### config.mk
export PLATFORM = sky130hd
export DESIGN_NAME = seg_addr_ext
export DESIGN_NICKNAME = d
export VERILOG_FILES = /design/src/rtl/seg_addr_ext_pkg.sv /design/src/rtl/seg_reg.sv /design/src/rtl/seg_regport.sv /design/src/rtl/seg_addr_mux.sv /design/src/rtl/seg_addr_ext.sv
export SDC_FILE = /design/constraint.sdc
export NUM_CORES = 1
export LEC_CHECK = 0
export ABC_AREA = 1
export BUFFER_PORTS_ARGS = -buffer_cell sky130_fd_sc_hd__buf_2
export CAP_MARGIN = 0
export CELL_PAD_IN_SITES_DETAIL_PLACEMENT = 1
export CELL_PAD_IN_SITES_GLOBAL_PLACEMENT = 1
export CORE_UTILIZATION = 32
export CTS_BUF_LIST = sky130_fd_sc_hd__clkbuf_8
export CTS_CLUSTER_DIAMETER = 40
export DETAILED_ROUTE_END_ITERATION = 10
export GPL_ROUTABILITY_DRIVEN = 1
export PLACE_DENSITY_LB_ADDON = 0.12
export SYNTH_ARGS = -nofsm -noshare
export SYNTH_HDL_FRONTEND = slang
export SYNTH_SLANG_ARGS = --single-unit
### constraint.sdc
create_clock -name clk_i -period 2.1 [get_ports clk_i]
set_input_delay 0.21 -clock clk_i [delete_from_list [all_inputs] [get_ports clk_i]]
set_output_delay 0.21 -clock clk_i [all_outputs]
set_load 0.1 [all_outputs]
### src/rtl/seg_addr_ext_pkg.sv
package seg_addr_ext_pkg;
  typedef enum logic [1:0] {
    ACC_FETCH = 2'd0,
    ACC_CDATA = 2'd1,
    ACC_IRQ   = 2'd2,
    ACC_DMA   = 2'd3
  } acc_e;

  localparam int unsigned NSEG    = 3;
  localparam int unsigned SEG_CODE = 0;
  localparam int unsigned SEG_IRQ  = 1;
  localparam int unsigned SEG_DMA  = 2;
endpackage

### src/rtl/seg_reg.sv
module seg_reg #(
  parameter int unsigned      SEG_W   = 6,
  parameter bit               HAS_RST = 1'b0,
  parameter logic [SEG_W-1:0] RST_VAL = '0
) (
  input  logic             clk_i,
  input  logic             rst_ni,
  input  logic             ctl_ld_i,
  input  logic [SEG_W-1:0] ctl_val_i,
  input  logic             bus_we_i,
  input  logic [SEG_W-1:0] bus_val_i,
  output logic [SEG_W-1:0] q_o
);
  if (HAS_RST) begin : g_rst
    always_ff @(posedge clk_i or negedge rst_ni) begin
      if (!rst_ni)       q_o <= RST_VAL;
      else if (ctl_ld_i) q_o <= ctl_val_i;
      else if (bus_we_i) q_o <= bus_val_i;
    end
  end else begin : g_nrst
    // no reset value defined for this segment
    logic unused_rst;
    assign unused_rst = rst_ni;
    always_ff @(posedge clk_i) begin
      if (ctl_ld_i)      q_o <= ctl_val_i;
      else if (bus_we_i) q_o <= bus_val_i;
    end
  end
endmodule

### src/rtl/seg_regport.sv
module seg_regport #(
  parameter int unsigned SEG_W      = 6,
  parameter int unsigned REG_AW     = 8,
  parameter int unsigned REG_DW     = 8,
  parameter int unsigned NSEG       = 3,
  parameter int unsigned CODE_RADDR = 244,
  parameter int unsigned IRQ_RADDR  = 248,
  parameter int unsigned DMA_RADDR  = 249
) (
  input  logic                       reg_we_i,
  input  logic [REG_AW-1:0]          reg_addr_i,
  input  logic [REG_DW-1:0]          reg_wdata_i,
  input  logic [NSEG-1:0][SEG_W-1:0] seg_q_i,
  output logic [NSEG-1:0]            bus_we_o,
  output logic [SEG_W-1:0]           bus_val_o,
  output logic [REG_DW-1:0]          reg_rdata_o
);
  localparam logic [NSEG-1:0][REG_AW-1:0] RADDR =
    {REG_AW'(DMA_RADDR), REG_AW'(IRQ_RADDR), REG_AW'(CODE_RADDR)};

  logic [NSEG-1:0] hit;

  for (genvar i = 0; i < NSEG; i++) begin : g_dec
    assign hit[i]      = (reg_addr_i == RADDR[i]);
    assign bus_we_o[i] = reg_we_i & hit[i];
  end

  assign bus_val_o = reg_wdata_i[SEG_W-1:0];

  // reserved upper data bits are dropped
  logic [REG_DW-SEG_W-1:0] unused_wdata;
  assign unused_wdata = reg_wdata_i[REG_DW-1:SEG_W];

  always_comb begin
    reg_rdata_o = '0;
    for (int i = 0; i < NSEG; i++) begin
      if (hit[i]) reg_rdata_o[SEG_W-1:0] = seg_q_i[i];
    end
  end
endmodule

### src/rtl/seg_addr_mux.sv
module seg_addr_mux
  import seg_addr_ext_pkg::*;
#(
  parameter int unsigned SEG_W = 6,
  parameter int unsigned VA_W  = 16,
  localparam int unsigned PA_W = SEG_W + VA_W
) (
  input  acc_e             acc_type_i,
  input  logic             dma_page_sel_i,
  input  logic [SEG_W-1:0] code_seg_i,
  input  logic [SEG_W-1:0] irq_seg_i,
  input  logic [SEG_W-1:0] dma_seg_i,
  input  logic [VA_W-1:0]  vaddr_i,
  output logic [PA_W-1:0]  paddr_o
);
  logic [SEG_W-1:0] seg_sel;

  always_comb begin
    unique case (acc_type_i)
      ACC_FETCH, ACC_CDATA: seg_sel = code_seg_i;
      ACC_IRQ:              seg_sel = irq_seg_i;
      ACC_DMA:              seg_sel = dma_page_sel_i ? dma_seg_i : irq_seg_i;
      default:              seg_sel = code_seg_i;
    endcase
  end

  assign paddr_o = {seg_sel, vaddr_i};
endmodule

### src/rtl/seg_addr_ext.sv
module seg_addr_ext
  import seg_addr_ext_pkg::*;
#(
  parameter int unsigned SEG_W      = 6,
  parameter int unsigned VA_W       = 16,
  parameter int unsigned REG_AW     = 8,
  parameter int unsigned REG_DW     = 8,
  parameter int unsigned CODE_RADDR = 244,
  parameter int unsigned IRQ_RADDR  = 248,
  parameter int unsigned DMA_RADDR  = 249,
  localparam int unsigned PA_W      = SEG_W + VA_W
) (
  input  logic              clk_i,
  input  logic              rst_ni,
  input  logic              reg_we_i,
  input  logic [REG_AW-1:0] reg_addr_i,
  input  logic [REG_DW-1:0] reg_wdata_i,
  output logic [REG_DW-1:0] reg_rdata_o,
  input  logic              far_ld_i,
  input  logic [SEG_W-1:0]  far_seg_i,
  input  logic              ret_ld_i,
  input  logic [SEG_W-1:0]  ret_seg_i,
  input  logic [1:0]        acc_type_i,
  input  logic              dma_page_sel_i,
  input  logic [VA_W-1:0]   vaddr_i,
  output logic [PA_W-1:0]   paddr_o
);
  logic [NSEG-1:0][SEG_W-1:0] seg_q;
  logic [NSEG-1:0]            bus_we;
  logic [SEG_W-1:0]           bus_val;
  logic                       code_ld;
  logic [SEG_W-1:0]           code_val;

  // far jump/call outranks far return
  assign code_ld  = far_ld_i | ret_ld_i;
  assign code_val = far_ld_i ? far_seg_i : ret_seg_i;

  seg_regport #(
    .SEG_W(SEG_W), .REG_AW(REG_AW), .REG_DW(REG_DW), .NSEG(NSEG),
    .CODE_RADDR(CODE_RADDR), .IRQ_RADDR(IRQ_RADDR), .DMA_RADDR(DMA_RADDR)
  ) u_regport (
    .reg_we_i   (reg_we_i),
    .reg_addr_i (reg_addr_i),
    .reg_wdata_i(reg_wdata_i),
    .seg_q_i    (seg_q),
    .bus_we_o   (bus_we),
    .bus_val_o  (bus_val),
    .reg_rdata_o(reg_rdata_o)
  );

  for (genvar i = 0; i < NSEG; i++) begin : g_seg
    localparam bit IS_CODE = (i == SEG_CODE);
    seg_reg #(
      .SEG_W  (SEG_W),
      .HAS_RST(IS_CODE),
      .RST_VAL('0)
    ) u_seg (
      .clk_i    (clk_i),
      .rst_ni   (rst_ni),
      .ctl_ld_i (IS_CODE ? code_ld : 1'b0),
      .ctl_val_i(code_val),
      .bus_we_i (bus_we[i]),
      .bus_val_i(bus_val),
      .q_o      (seg_q[i])
    );
  end

  seg_addr_mux #(.SEG_W(SEG_W), .VA_W(VA_W)) u_mux (
    .acc_type_i    (acc_e'(acc_type_i)),
    .dma_page_sel_i(dma_page_sel_i),
    .code_seg_i    (seg_q[SEG_CODE]),
    .irq_seg_i     (seg_q[SEG_IRQ]),
    .dma_seg_i     (seg_q[SEG_DMA]),
    .vaddr_i       (vaddr_i),
    .paddr_o       (paddr_o)
  );
endmodule

Word level (Yosys, flattened, before mapping)
Cells that the tools add are included.

cells by class
  eq/ne operators = 6
  muxes and demuxes = 8
  bitwise gates (word level) = 4
  reductions and logical operators = 3

operator list
  operator                                              count
  two-way mux 6 bit                                     7
  equality test 8 bit (second input constant)           3
  one-hot mux 6 bit (3 select lines)                    1
  equality test 2 bit (second input constant)           2
  bitwise AND 1 bit                                     3
  equality test 2 x 1 -> 1 bit (second input constant)  1
  zero test 2 bit                                       1
  nonzero test 2 bit                                    1
  OR reduction 2 bit                                    1
  bitwise OR 1 bit                                      1

storage, ports and cells
  register bits after elaboration = 18
  output and inout port bits = 30

Longest topological paths before layout
Gate-level depths: netlist (run 1).

  depth in word-level cells = 4
  mapped depth = 7

Hierarchy
From an unflattened synthesis (run 1), not the netlist that was laid out.

unflattened totals
  cells, all modules = 249
  area, all modules = 1597.8 µm²

by module, submodules not included
  module                         times used  cells each  area an instance (µm²)
  seg_reg at g_seg[1].u_seg ...  2           26          257.7
  seg_addr_mux                   1           80          376.6
  seg_regport                    1           63          354.1
  seg_reg at g_seg[0].u_seg      1           33          270.3
  seg_addr_ext                   1           21          81.3

Worst setup path before layout (run 1)
OpenSTA, ideal clock, no wires.

  path kind = input port to output port
  start point = input acc_type_i[1]
  end point = output paddr_o[16]
  arrival time = 2021 ps
  required time = 1890 ps
  path slack = -131 ps
  stages on the path = 3
  path buffers = 0
  cell sequence = inv_1 or2_1 o211ai_1

on the way
  word-level cells in the longest chain between the ends = 3

RTL lines
  element                                                          line                RTL
  from (decl)                                                      seg_addr_ext.sv:23  input logic [1:0] acc_type_i,
  equality test 2 x 1 -> 1 bit or zero test 2 bit (tied branches)  seg_addr_mux.sv:19  unique case (acc_type_i)
  OR reduction 2 bit                                               seg_addr_mux.sv:19
  one-hot mux 6 bit (3 select lines) (*)                           seg_addr_mux.sv:19
  to (decl)                                                        seg_addr_ext.sv:26  output logic [PA_W-1:0] paddr_o

Mark *: on every way between the ends. The rest lies on a longest branch, timed or not.

Final worst setup path (run 1)
  start point = register g_seg[1].u_seg.q_o[0]
  end point = output paddr_o[16]

on the way
  word-level cells in the longest chain between the ends = 2

RTL lines
  element                                 line                RTL
  from (decl)                             seg_reg.sv:12       output logic [SEG_W-1:0] q_o
  from (signal assigned)                  seg_reg.sv:25       if (ctl_ld_i) q_o <= ctl_val_i;
  from (signal assigned)                  seg_reg.sv:26       else if (bus_we_i) q_o <= bus_val_i;
  two-way mux 6 bit                       seg_addr_mux.sv:22  ACC_DMA: seg_sel = dma_page_sel_i ? dma_seg_i : irq_seg_i;
  one-hot mux 6 bit (3 select lines) (*)  seg_addr_mux.sv:19

Marks and branches as above.

==> results of run 1 <==
[metal layers]
metal	share of wire	vias to the layer above
met1	0.42	537
met5	0	-
li1	-	600
met2	0.51	45
met3	0.048	12
met4	0.018	0
[worst register-to-register path: cells and delay by family (launching register included)]
kind          cells  cell delay [ns]
flops             1             0.42
simple gates      2             0.16
[final timing paths]
kind                                            start                     to  slack (ns)  depth (start not counted)
worst max-delay path            g_seg[1].u_seg.q_o[0]            paddr_o[16]        0.44                          5
worst min-delay path                   reg_wdata_i[5]  g_seg[2].u_seg.q_o[5]        0.18                          1
worst max register to register  g_seg[0].u_seg.q_o[5]  g_seg[0].u_seg.q_o[5]        1.42                          2
worst min register to register  g_seg[0].u_seg.q_o[1]  g_seg[0].u_seg.q_o[1]        0.55                          2
max in group asynchronous                      rst_ni  g_seg[0].u_seg.q_o[1]        1.64                          2
min in group asynchronous                      rst_ni  g_seg[0].u_seg.q_o[0]        0.32                          2
[Yosys cell counts, drive strengths merged]
master / count
conb: 1
edfxtp: 12
inv: 13
o211ai: 5
nand3: 46
dfrtp: 6
or2: 1
o21ai: 5
nor2: 6
clkinv: 1
a21oi: 5
nor3: 1
buf: 22
nand2: 40
[final cells by class]
cell class | instances | area [um2]
multi-input combinational | 111 | 589
tap | 50 | 62.6
clock buffer | 3 | 41.3
inverter | 14 | 52.6
sequential | 18 | 510
timing repair buffer | 49 | 348
fill | 499 | 2400
[per-stage QoR]
step           hold WS [ns]  setup TNS, ns  power [mW]  instances
2_1_floorplan       -0.0856         -0.584       0.743        165
3_3_place_gp         0.0403              0       0.660        241
3_5_place_dp         0.0373              0       0.668        241
4_1_cts               0.177              0       0.890        245
5_1_grt               0.180              0       0.922        245
6_report              0.176              0       0.878        245
[layout by cell type, fill, tap and decap left out, types with 4 or more instances in the layout]
cell	count
a21oi_1	5
buf_12	6
edfxtp_1	12
o21ai_0	5
inv_1	11
dfrtp_1	6
nand3_2	4
nand3_1	41
buf_2	39
nand2_1	33
nand2_2	6
o211ai_1	5
[power breakdown]
part | internal (mW) | switching [mW]
Sequential | 0.393 | 0.0136
Combinational | 0.0662 | 0.186
Clock | 0.127 | 0.0925
[kinds of logic (layout without fill, tap and decap cells)]
logic type	count (synthesis)	after routing	synth area share
and+or+nand+nor	94	94	0.370
buffers and inverters	36	66	0.178
DFF	18	18	0.384
AOI/OAI and AO/OA	15	15	0.0658
other	1	2	0.00282
==> metrics, run 1 <==
port bufs 45; cell row count 23; Layout Skew 0 ns; max-capacitance violation count 0; Synth area leader edfxtp_1; Nets between 200 and 250; met3 usage 0.0171; Initial Util 0.332; status finished clean; vias per inst about 4.9; RSZ-0062 raised after global routing false; max-slew violations 0; clock-pin transition on the worst setup and hold timing paths ~0.060 ns; Biggest register g_seg.u_seg.q_o; CTS H-tree depth 1; critical path's top delay family buffers and inverters; Max FO, Critical Path 2; clock buffer depth 2; Largest register FFs 18; Final period util 0.790; Placed Area approximately 1600 um2; initial antenna violation count 0; clk_lat worst skew 0.24 ns; area grow syn2layout 20.6%; final hold violations 0; TritonRoute pass-1 iters 4; Root Buffer clkbuf_8; CP required roughly 1.9 ns; setup violators final 0; Post-Synthesis Cell Area around 1300 um2; IO Pins between 80 and 90; layout cells sized above 1 0.359; PwrDens ~550 nW/um2; GPL Wtd Cong approximately 0.75; total CTS buffers 3; CTS tree built; vias about 1200; die area 4420 um2; routed wire length around 3200 um; final worst path period need 1.66 ns; flops & latches, synth 18; core area between 4000 and 5000 um2; vias in the first global route roughly 1200; Mean Syn Cell Area around 8 um2; f_max roughly 600 MHz; ranking of synthesized cells by area edfxtp_1 (27%), nand3_1 (15%), dfrtp_1 (11%); critical path arrival 1.45 ns; fin area 1600 um2; setup bufs post-CTS 0; Lkg Pwr 0.744 nW; Hold Crit Class in -> reg; post-DP HPWL 2810 um; Cell variety after synth 23; largest net degree at the start of global routing 19; CP startpoint kind register; Starting DRT DRC Count 18; Routed Antenna Nets 0; first-pass GRT wire length ~5300 um; Synth top area share 0.271; Die W 66.5 um; hold buffers post-CTS 1; total congestion overflow 0; global routing usage on met1 0.182; Die H about 66 um; worst slack, placed between 0.5 and 0.6 ns; CP cell instances inv_1 -> a21oi_1 -> o21ai_0 -> o211ai_1 -> buf_2; Mapped Cells 164; Core Util, Final 0.401; GRT busiest layer met2; routed len/inst approximately 13 um; TritonCTS Sinks 18; Max VDD drop around 0.00019 V; Setup CP Type reg -> out; Crit path buffers/inverters 2; final worst slack approximately 0.44 ns; Total GRT Usage 0.157; crit-path max cell delay 0.45 ns; crit end category output pin; drt drc 0; ANT cells 0; Yosys warnings 0; register area share after synthesis 0.384; met2 Usage GRT 0.291; post-CTS resize count 0; Top Registers g_seg.u_seg.q_o (18); CP max-delay cell buf_2
(Power assumes the default switching activity.)
==> inputs of run 2 (changes only) <==
--- a/config.mk
+++ b/config.mk
@@ -5,12 +5,12 @@
 export SDC_FILE = /design/constraint.sdc
 export NUM_CORES = 1
 export LEC_CHECK = 0
-export ABC_AREA = 1
+export ABC_AREA = 0
 export BUFFER_PORTS_ARGS = -buffer_cell sky130_fd_sc_hd__buf_2
 export CAP_MARGIN = 0
 export CELL_PAD_IN_SITES_DETAIL_PLACEMENT = 1
 export CELL_PAD_IN_SITES_GLOBAL_PLACEMENT = 1
-export CORE_UTILIZATION = 32
+export CORE_UTILIZATION = 29
 export CTS_BUF_LIST = sky130_fd_sc_hd__clkbuf_8
 export CTS_CLUSTER_DIAMETER = 40
 export DETAILED_ROUTE_END_ITERATION = 10
==> constraint.sdc (replaced) <==
create_clock -name clk_i -period 1.6 [get_ports clk_i]
set_input_delay 0.16 -clock clk_i [delete_from_list [all_inputs] [get_ports clk_i]]
set_output_delay 0.16 -clock clk_i [all_outputs]
set_load 0.1 [all_outputs]
==> metrics, run 2 <==
status finished clean; final worst path period need roughly 1.5 ns; reg2reg path depth 2; ranking of synthesized cells by area edfxtp_1 (33%), dfrtp_1 (14%), buf_4 (12%); Root Buffer clkbuf_8; crit end category output pin; RSZ-0062 raised after global routing true; Synth top area share 0.330; top cells by count, synth buf_4 (18), edfxtp_1 (12), mux2i_1 (12), inv_1 (8); PwrDens roughly 750 nW/um2; top_reg_cell synth edfxtp_1; CP startpoint kind input pin; Yosys warnings 0; vias per inst 4.95; Core Util, Final 0.438; Max FO, Critical Path 6; IO Pins 82; max-slew violations 0; Top Registers g_seg.u_seg.q_o (18); setup violators final 0; GPL Wtd Cong 0.678; Largest register FFs 18; clk_lat worst skew between 0.2 and 0.25 ns; clock-pin transition on the worst setup and hold timing paths roughly 0.060 ns; routed wire length between 2000 and 3000 um; crit-path max cell delay between 0.3 and 0.4 ns; CP cell instances buf_6 -> nand4b_1 -> nor4_2 -> buf_4 -> a222oi_1 -> inv_2 -> buf_12; vias 900; ANT cells 0; total chip power 1.14 mW; drt drc 0; TritonCTS Sinks 18; Max VDD drop between 0.0003 and 0.0004 V; Die H between 60 and 70 um; Starting DRT DRC Count 32; Initial Util 0.315; critical path arrival approximately 1.4 ns; worst reg2reg path startpoint g_seg[0].u_seg.q_o[2]; Synth async-reset ratio 0.333; switch share 0.301; vias in the first global route 951; CP endpoint reg_rdata_o[1]; port bufs 45; Hold Crit Start reg_wdata_i[5]; total congestion overflow 0; Mean Syn Cell Area approximately 11 um2; register area share after synthesis 0.467; Setup CP Type in -> out; worst slack, placed -0.268 ns; final hold violations 0; CTS tree built; CP required roughly 1.4 ns; layout cells sized above 1 0.478; most common cell after layout, fill and taps aside buf_2; Worst Setup SP reg_addr_i[2]; Mapped Cells slightly above 100; Synth area leader edfxtp_1; Sw Pwr between 0.3 and 0.4 mW; Final period util 0.950; Fill cells approximately 420; first-pass GRT wire length 4460 um; Post-synth EDFFs 12; CP max-delay cell nor4_2; Cell variety after synth 23; Nets 190; total CTS buffers 3; Internal Pwr Total around 0.8 mW; end of the worst register-to-register path g_seg[0].u_seg.q_o[2]; core area around 3500 um2; final worst slack between 0.08 and 0.09 ns; Lkg Pwr 0.715 nW; CTS H-tree depth 1; cell with the most instances after synthesis buf_4; die area about 4000 um2; cell row count 21; Layout Skew 0 ns; Biggest register g_seg.u_seg.q_o; Placed Area around 1400 um2; register share of total power 0.465; Total GRT Usage 0.141; Post-Synthesis Cell Area 1090 um2; Routed Antenna Nets 0; fin area around 1500 um2; routed len/inst about 14 um; most frequent cells in the layout buf_2 (32), mux2i_1 (12), edfxtp_1 (12), buf_12 (12); area grow syn2layout 38.9%; R2R Setup Slk 0.82 ns; TritonRoute pass-1 iters 5; clock share of power 0.260; Hold Crit Class in -> reg; largest net degree at the start of global routing 13; Die W between 60 and 70 um; post-DP HPWL ~2200 um; f_max between 600 and 700 MHz; flops & latches, synth 18; clock buffer depth 2; Gate power share 0.276; initial antenna violation count 0; max-capacitance violation count 0
-- run 2: cell count changes after synthesis, sizes merged, moves of 6 or more --
cell / before / now
nand3: 46 / 0
nand2: 40 / 2
a222oi: 0 / 6
mux2i: 0 / 12
a22oi: 0 / 6
-- run 2: timing repair --
| item | 4_1_cts | 5_1_grt |
|---|---|---|
| resized for setup | 2 | 1 |
| setup buffers | 0 | 1 |
| setup endpoints to repair | 6 | 6 |
| pin swaps | 0 | 3 |
| hold buffers | 1 | 0 |
| endpoints found under the hold margin | 6 | 0 |
-- run 2: how the worst min path moves through the flow --
stage	endpoint	slack (ns)	cells past startpoint
detailed placement	g_seg[0].u_seg.q_o[2]	-0.003	1
global route	g_seg[2].u_seg.q_o[5]	0.12	1
finish	g_seg[2].u_seg.q_o[5]	0.13	1
floorplan	g_seg[0].u_seg.q_o[0]	-0.14	0
global placement	g_seg[0].u_seg.q_o[3]	-0.009	1
CTS	g_seg[2].u_seg.q_o[5]	0.12	1
-- run 2: worst max-delay path: cells and delay by family --
family          cells  cell delay [ns]
buf+inv             4             0.55
simple gates        2             0.54
compound gates      1             0.10
-- run 2: kinds of logic after synthesis --
group	count (synthesis)	share of synthesized area
buffers and inverters	29	0.168
AO/OA/AOI/OAI	24	0.151
AND/OR/NAND/NOR	19	0.0997
flip-flops	18	0.467
multiplexers	12	0.110
other	1	0.00343
-- run 2: per-layer routing --
| layer | track usage | share of wire |
|---|---|---|
| met2 | 0.242 | 0.50 |
| met3 | 0.0127 | 0.069 |
| met4 | 0.0909 | 0.030 |
| met1 | 0.166 | 0.40 |
| met5 | 0 | 0 |
-- run 2: power groups by stage --
stage          Clock, mW  Combinational (mW)  Sequential (mW)
2_1_floorplan          0               0.378            0.531
3_3_place_gp           0               0.304            0.536
3_5_place_dp           0               0.310            0.537
4_1_cts            0.305               0.314            0.528
5_1_grt            0.318               0.334            0.529
6_report           0.295               0.313            0.528
-- run 2: final cells by class --
class / count / area, um2 / area share
Sequential cell: 18 / 510 / 0.336
Inverter: 8 / 30.0 / 0.0198
Timing Repair Buffer: 50 / 452 / 0.298
Tap cell: 46 / 57.6 / 0.0379
Multi-Input combinational cell: 57 / 427 / 0.281
Clock buffer: 3 / 41.3 / 0.0272
-- run 2: through the flow --
stage	TNS (ns)	hold slack [ns]	cells
2_1_floorplan	-2.18	-0.136	104
3_3_place_gp	-1.35	-0.00879	177
3_5_place_dp	-1.55	-0.00339	177
4_1_cts	0	0.121	181
5_1_grt	-0.171	0.123	182
6_report	0	0.127	182
